File: config.mk
export PLATFORM = sky130hd
export DESIGN_NAME = ssb_rx_demod
export DESIGN_NICKNAME = d
export VERILOG_FILES = /design/src/rtl/ssb_rx_pkg.sv /design/src/rtl/ssb_tap_line.sv /design/src/rtl/ssb_lpf_fir.sv /design/src/rtl/ssb_hilbert_q.sv /design/src/rtl/ssb_delay.sv /design/src/rtl/ssb_demod_out.sv /design/src/rtl/ssb_rx_demod.sv
export SDC_FILE = /design/constraint.sdc
export NUM_CORES = 2
export LEC_CHECK = 0
export ABC_AREA = 1
export BUFFER_PORTS_ARGS = -buffer_cell sky130_fd_sc_hd__buf_2
export CAP_MARGIN = 25
export CORE_ASPECT_RATIO = 2
export CORE_MARGIN = 2
export CORE_UTILIZATION = 55
export CTS_CLUSTER_DIAMETER = 30
export DETAILED_ROUTE_END_ITERATION = 10
export PLACE_DENSITY = 0.7
export SLEW_MARGIN = 20
export SYNTH_ARGS = -nofsm -noshare
export SYNTH_HDL_FRONTEND = slang
export SYNTH_SLANG_ARGS = --single-unit
File: constraint.sdc
create_clock -name clk_i -period 36.4 [get_ports clk_i]
set_input_delay 3.64 -clock clk_i [delete_from_list [all_inputs] [get_ports clk_i]]
set_output_delay 3.64 -clock clk_i [all_outputs]
set_load 0.03 [all_outputs]
File: src/rtl/ssb_rx_pkg.sv
package ssb_rx_pkg;
  localparam int TAPS   = 15;
  localparam int NPAIR  = (TAPS + 1) / 4;  // antisymmetric pairs at even offsets
  localparam int MID_IX = TAPS / 2;

  // symmetric low-pass, 8-bit scale
  function automatic int lpf_coef(input int idx);
    int m;
    m = (idx > MID_IX) ? (TAPS - 1 - idx) : idx;
    case (m)
      0, 1:    return 3;
      2:       return 5;
      3:       return 7;
      4:       return 9;
      5:       return 10;
      default: return 11;
    endcase
  endfunction

  // phase-shift pair weights, 12-bit scale
  function automatic int hilb_coef(input int k);
    case (k)
      0:       return 315;
      1:       return 440;
      2:       return 734;
      default: return 2202;
    endcase
  endfunction
endpackage

File: src/rtl/ssb_tap_line.sv
module ssb_tap_line #(
  parameter int W     = 13,
  parameter int DEPTH = 15
) (
  input  logic                clk_i,
  input  logic                rst_ni,
  input  logic                shift_i,
  input  logic signed [W-1:0] din_i,
  output logic signed [W-1:0] taps_o [DEPTH]
);
  for (genvar g = 0; g < DEPTH; g++) begin : g_tap
    always_ff @(posedge clk_i or negedge rst_ni) begin
      if (!rst_ni)      taps_o[g] <= '0;
      else if (shift_i) taps_o[g] <= (g == DEPTH - 1) ? din_i : taps_o[(g == DEPTH - 1) ? g : g + 1];
    end
  end

  p_newest_top_r2: assert property (@(posedge clk_i) disable iff (!rst_ni)
    shift_i |=> taps_o[DEPTH-1] == $past(din_i));
  p_shift_down_r2: assert property (@(posedge clk_i) disable iff (!rst_ni)
    shift_i |=> taps_o[0] == $past(taps_o[1]));
  p_idle_hold_r2: assert property (@(posedge clk_i) disable iff (!rst_ni)
    !shift_i |=> $stable(taps_o[0]) && $stable(taps_o[DEPTH-1]));
endmodule

File: src/rtl/ssb_lpf_fir.sv
module ssb_lpf_fir
  import ssb_rx_pkg::*;
#(
  parameter int IN_W  = 13,
  parameter int OUT_W = 16,
  parameter int ACC_W = 32,
  parameter int SHIFT = 8
) (
  input  logic signed [IN_W-1:0]  taps_i [TAPS],
  output logic signed [OUT_W-1:0] y_o
);
  logic signed [ACC_W-1:0] acc;

  always_comb begin
    acc = '0;
    for (int k = 0; k < TAPS; k++)
      acc = acc + ACC_W'(taps_i[k]) * ACC_W'(lpf_coef(k));
    y_o = OUT_W'(acc >>> SHIFT);
  end
endmodule

File: src/rtl/ssb_hilbert_q.sv
module ssb_hilbert_q
  import ssb_rx_pkg::*;
#(
  parameter int W     = 16,
  parameter int ACC_W = 32,
  parameter int SHIFT = 12
) (
  input  logic                clk_i,
  input  logic                rst_ni,
  input  logic                shift_i,
  input  logic signed [W-1:0] din_i,
  output logic signed [W-1:0] y_o
);
  logic signed [W-1:0]     line_q [TAPS];
  logic signed [ACC_W-1:0] acc;

  for (genvar g = 0; g < TAPS; g++) begin : g_q
    always_ff @(posedge clk_i or negedge rst_ni) begin
      if (!rst_ni)      line_q[g] <= '0;
      else if (shift_i) line_q[g] <= (g == TAPS - 1) ? din_i : line_q[(g == TAPS - 1) ? g : g + 1];
    end
  end

  // only even offsets carry weight; odd entries are pure delay
  always_comb begin
    acc = '0;
    for (int k = 0; k < NPAIR; k++)
      acc = acc + (ACC_W'(line_q[2*k]) - ACC_W'(line_q[TAPS-1-2*k])) * ACC_W'(hilb_coef(k));
    y_o = W'(acc >>> SHIFT);
  end

  p_q_newest_r5: assert property (@(posedge clk_i) disable iff (!rst_ni)
    shift_i |=> line_q[TAPS-1] == $past(din_i));
  p_q_hold_r5: assert property (@(posedge clk_i) disable iff (!rst_ni)
    !shift_i |=> $stable(y_o));
endmodule

File: src/rtl/ssb_delay.sv
module ssb_delay #(
  parameter int W     = 16,
  parameter int DEPTH = 8
) (
  input  logic                clk_i,
  input  logic                rst_ni,
  input  logic                shift_i,
  input  logic signed [W-1:0] din_i,
  output logic signed [W-1:0] dout_o
);
  logic signed [W-1:0] stg_q [DEPTH];

  for (genvar g = 0; g < DEPTH; g++) begin : g_d
    always_ff @(posedge clk_i or negedge rst_ni) begin
      if (!rst_ni)      stg_q[g] <= '0;
      else if (shift_i) stg_q[g] <= (g == DEPTH - 1) ? din_i : stg_q[(g == DEPTH - 1) ? g : g + 1];
    end
  end

  assign dout_o = stg_q[0];

  p_delay_move_r5: assert property (@(posedge clk_i) disable iff (!rst_ni)
    shift_i |=> dout_o == $past(stg_q[1]));
endmodule

File: src/rtl/ssb_demod_out.sv
module ssb_demod_out #(
  parameter int W       = 16,
  parameter int ACC_W   = 32,
  parameter int OUT_W   = 8,
  parameter int DAC_MAX = 250,
  parameter int DIV_SH  = 3
) (
  input  logic                clk_i,
  input  logic                rst_ni,
  input  logic                en_i,
  input  logic signed [W-1:0] i_mid_i,
  input  logic signed [W-1:0] qh_i,
  output logic [OUT_W-1:0]    audio_o,
  output logic                valid_o
);
  localparam int BIAS    = DAC_MAX / 2;
  localparam int DIVISOR = 1 << DIV_SH;

  logic signed [ACC_W-1:0] diff, lvl;
  logic [OUT_W-1:0]        clip;

  always_comb begin
    diff = ACC_W'(i_mid_i) - ACC_W'(qh_i);
    lvl  = diff / ACC_W'(DIVISOR) + ACC_W'(BIAS);  // signed divide truncates toward zero
    if (lvl < 0)                    clip = '0;
    else if (lvl > ACC_W'(DAC_MAX)) clip = OUT_W'(DAC_MAX);
    else                            clip = OUT_W'(lvl);
  end

  always_ff @(posedge clk_i or negedge rst_ni) begin
    if (!rst_ni) begin
      audio_o <= OUT_W'(BIAS);
      valid_o <= 1'b0;
    end else begin
      valid_o <= en_i;
      if (en_i) audio_o <= clip;
    end
  end

  p_range_r8: assert property (@(posedge clk_i) disable iff (!rst_ni)
    audio_o <= OUT_W'(DAC_MAX));
  p_hold_r9: assert property (@(posedge clk_i) disable iff (!rst_ni)
    !en_i |=> $stable(audio_o) && !valid_o);
  p_pulse_r9: assert property (@(posedge clk_i) disable iff (!rst_ni)
    en_i |=> valid_o);
endmodule

File: src/rtl/ssb_rx_demod.sv
module ssb_rx_demod
  import ssb_rx_pkg::*;
#(
  parameter int ADC_W     = 12,
  parameter int FILT_W    = 16,
  parameter int ACC_W     = 32,
  parameter int DEC_RATIO = 4,
  parameter int OUT_W     = 8,
  parameter int DAC_MAX   = 250
) (
  input  logic             clk_i,
  input  logic             rst_ni,
  input  logic             strobe_i,
  input  logic [ADC_W-1:0] i_code_i,
  input  logic [ADC_W-1:0] q_code_i,
  output logic [OUT_W-1:0] audio_o,
  output logic             valid_o
);
  localparam int SMP_W = ADC_W + 1;
  localparam int CNT_W = $clog2(DEC_RATIO);
  localparam int MID   = 1 << (ADC_W - 1);
  localparam int DLY_D = MID_IX + 1;  // I group delay match

  logic signed [SMP_W-1:0]  i_smp, q_smp;
  logic signed [SMP_W-1:0]  i_raw [TAPS];
  logic signed [SMP_W-1:0]  q_raw [TAPS];
  logic signed [FILT_W-1:0] i_flt, q_flt, i_mid, q_hil;
  logic [CNT_W-1:0]         dec_cnt;
  logic                     fire_q, hil_en_q;

  assign i_smp = $signed({1'b0, i_code_i}) - SMP_W'(MID);
  assign q_smp = $signed({1'b0, q_code_i}) - SMP_W'(MID);

  always_ff @(posedge clk_i or negedge rst_ni) begin
    if (!rst_ni) begin
      dec_cnt  <= '0;
      fire_q   <= 1'b0;
      hil_en_q <= 1'b0;
    end else begin
      if (strobe_i) dec_cnt <= dec_cnt + 1'b1;
      fire_q   <= strobe_i && (dec_cnt == CNT_W'(DEC_RATIO - 1));
      hil_en_q <= fire_q;
    end
  end

  ssb_tap_line #(.W(SMP_W), .DEPTH(TAPS)) u_i_raw (
    .clk_i, .rst_ni, .shift_i(strobe_i), .din_i(i_smp), .taps_o(i_raw));
  ssb_tap_line #(.W(SMP_W), .DEPTH(TAPS)) u_q_raw (
    .clk_i, .rst_ni, .shift_i(strobe_i), .din_i(q_smp), .taps_o(q_raw));

  ssb_lpf_fir #(.IN_W(SMP_W), .OUT_W(FILT_W), .ACC_W(ACC_W)) u_i_lpf (
    .taps_i(i_raw), .y_o(i_flt));
  ssb_lpf_fir #(.IN_W(SMP_W), .OUT_W(FILT_W), .ACC_W(ACC_W)) u_q_lpf (
    .taps_i(q_raw), .y_o(q_flt));

  ssb_hilbert_q #(.W(FILT_W), .ACC_W(ACC_W)) u_hil (
    .clk_i, .rst_ni, .shift_i(fire_q), .din_i(q_flt), .y_o(q_hil));
  ssb_delay #(.W(FILT_W), .DEPTH(DLY_D)) u_i_dly (
    .clk_i, .rst_ni, .shift_i(fire_q), .din_i(i_flt), .dout_o(i_mid));

  ssb_demod_out #(.W(FILT_W), .ACC_W(ACC_W), .OUT_W(OUT_W), .DAC_MAX(DAC_MAX)) u_out (
    .clk_i, .rst_ni, .en_i(hil_en_q), .i_mid_i(i_mid), .qh_i(q_hil),
    .audio_o, .valid_o);

  p_dec_phase_r3: assert property (@(posedge clk_i) disable iff (!rst_ni)
    fire_q |-> dec_cnt == '0);
  p_fire_src_r3: assert property (@(posedge clk_i) disable iff (!rst_ni)
    fire_q |-> $past(strobe_i));
  p_fire_gap_r11: assert property (@(posedge clk_i) disable iff (!rst_ni)
    fire_q |=> !fire_q);
  p_valid_lat_r9: assert property (@(posedge clk_i) disable iff (!rst_ni)
    fire_q |=> ##1 valid_o);
endmodule

==> qor.yml <==
worstPathArrival_ns: 15.72
ctsResizeCount: 0
synth.top_cells.by_count: "inv_1, nand2_1, ha_1"
dp_hpwl_um: 191000
worstReg2RegStart: "u_hil.line_q[64]"
worst_slew_pin_slew_ns: 1.10
synth_edf_count: 0
synth.avg_cell_area_um2: 8.56
synth_nets: 11522
die_h_um: 548
die_area_mm2: 0.151
clock.fmax_ghz: 0.0663
synth-seq-area-share: 0.228
worstReg2RegEnd: "u_out.audio_o[7]"
ys_ff_latch: 741
synthTopCellsByArea: "dfrtp_1, fa_1, ha_1"
postRouteAntennaNets: 0
cts_tree: "built"
cts_root_buf: "clkbuf_16"
gp_congestion: 1.02
postCtsSetupRepairBufs: 0
drt_iter0_markers: 3311
nets: 11542
synth_cells: 9494
holdCritPathClass: "reg2reg"
cts_hold_buffers: 0
clk_path_buf_depth: 3
hold_path_depth: 0
die_w_um: 276
fin_setup_tns_ns: 0
synth_flop_cell: "dfrtp_1"
cp-end-kind: "flop"
critPathSlowestCell: "o21ai_0"
synth_top_area_cell: "dfrtp_1"
synth_cell_types: 56
min_from: "hil_en_q"
routedWlPerCell_um: 20.0
area_growth_pct: 8.01
fin_crit_ns: 15.09
startpoint_type: "flop"
port-buffer-count: 35
crit_type: "reg2reg"
clock_sinks: 741
slowest_delay_ns: 0.67
cp_max_fo: 8
synthArstFlopShare: 1.00
worstHoldEndpoint: "u_out.valid_o"
antenna_found_initial: 4
grt_first_pass_wirelength_um: 360000
setup_viol_count_final: 0
grtUsageTotal: 0.314
skew_ns: 0.0446
status: "completed"
coreArea_mm2: 0.147
wl_um: 230000
drt_pass1_iterations: 6
worst-r2r-setup-slack_ns: 21.31
drc: 0
cp_common_cell: "nand2_1"
numCtsBuffers: 120
initial_utilization: 0.553
drive_above_1_share: 0.0375
rsz0062_at_grt: "no"
grt_max_degree: 216
slew_viol_final: 0
maxSlewHeadroom: 0.269
cap_violations: 0
synth.most_common_cell: "inv_1"
cp_top_family: "adder cells"
globalRoute.totalOverflow: 0
crit_path_start: "u_hil.line_q[64]"
clk_latency_ns: 0.75
worst-path-buf-inv: 18
num_io_pins: 36
clk_pin_slew_ns: 0.06
avgViaCountPerCell: 5.31
finalHoldViolCount: 0
reg2reg_depth: 80
synth_area_mm2: 0.0813
rows: 199
cp.required_ns: 37.04
fin_crit_sh: 0.414
ys_warn_count: 0
netlist.area_leader.share: 0.226
htree_levels: 3
fillers: 12953
vias: 61214
grt_pass1_vias: 65519
registers in the layout, summed over array words and instances, names as in the netlist:
name,cells
dec_cnt,2
fire_q,1
hil_en_q,1
u_hil.line_q,240
u_i_dly.dout_o,16
u_i_dly.stg_q,112
u_i_raw.taps_o,180
u_out.audio_o,8
u_out.valid_o,1
u_q_raw.taps_o,180
layout make-up:
cell class,instances,area (µm²),share of cell area
clock buffer,136,3130,0.0357
timing repair buffer,64,467,0.00532
tap,1909,2390,0.0272
clock inverter,92,1130,0.0128
multi-input combinational,6427,54000,0.615
antenna,2,5.00,0.0000570
inverter,2160,8120,0.0925
sequential,741,18600,0.211
worst max path at each step:
| stage | end | slack [ns] | cells after the start |
|---|---|---|---|
| after floorplan | u_out.audio_o[1] | 23.69 | 77 |
| after global placement | u_out.audio_o[1] | 21.36 | 80 |
| after detailed placement | u_out.audio_o[7] | 21.45 | 79 |
| after CTS | u_out.audio_o[7] | 21.38 | 80 |
| after global routing | u_out.audio_o[7] | 20.00 | 80 |
| final | u_out.audio_o[7] | 21.31 | 80 |
through the flow:
step                      cell area (µm²)  utilization  setup WS [ns]  cells  hold slack, ns
final                               87800        0.598          21.31  11531           0.386
after global routing                87800        0.598          20.00  11530           0.413
after CTS                           87800        0.597          21.38  11529           0.394
after detailed placement            83500        0.568          21.45  11301           0.381
after global placement              83500        0.568          21.36  11300           0.371
after floorplan                     81300            -          23.69   9494           0.361
per-layer routing:
metal	up-vias	part of all wire	track usage	routed length, µm
met2	1323	0.52	0.571	120000
li1	29362	-	-	-
met3	741	0.027	0.0268	6110
met4	0	0.12	0.291	27000
met1	29788	0.33	0.311	76700
met5	-	0	0	0
logic make-up after synthesis:
logic type,after synthesis,share of synthesized area
compound gates,1278,0.0850
simple gates,2586,0.128
xor+xnor,562,0.0609
buf+inv,2326,0.108
fa+ha+maj,2001,0.390
flops,741,0.228
worst register-to-register path, delay by kind of cell, from the launching register on:
family	cells	cell delay [ns]
compound gates	7	1.97
xor+xnor	3	0.72
fa+ha+maj	16	6.00
buf+inv	18	1.41
flops	1	0.40
simple gates	36	4.49
layout by cell type, fill, tap and decap left out, types with 12 or more instances in the layout:
cell type,instances
dfrtp_1,734
nand3_1,177
nor2_1,207
ha_1,1113
o21ai_0,576
nand2_2,16
o211ai_1,14
o21bai_1,82
a21o_1,27
buf_2,33
nand3b_1,21
nand2_1,2025
xor2_1,384
a21oi_1,473
clkbuf_16,121
a31oi_1,30
o31ai_1,16
nand4_1,38
nor3_1,35
and2_1,15
inv_6,25
fa_1,888
xnor2_1,176
inv_1,2152
clkinv_8,12
inv_8,17
buf_4,24
or2_2,19
o21ai_1,18
Power is left out: the tool's default activity adds up to more than one toggle a clock period on the data nets, which glitch-free logic cannot reach.
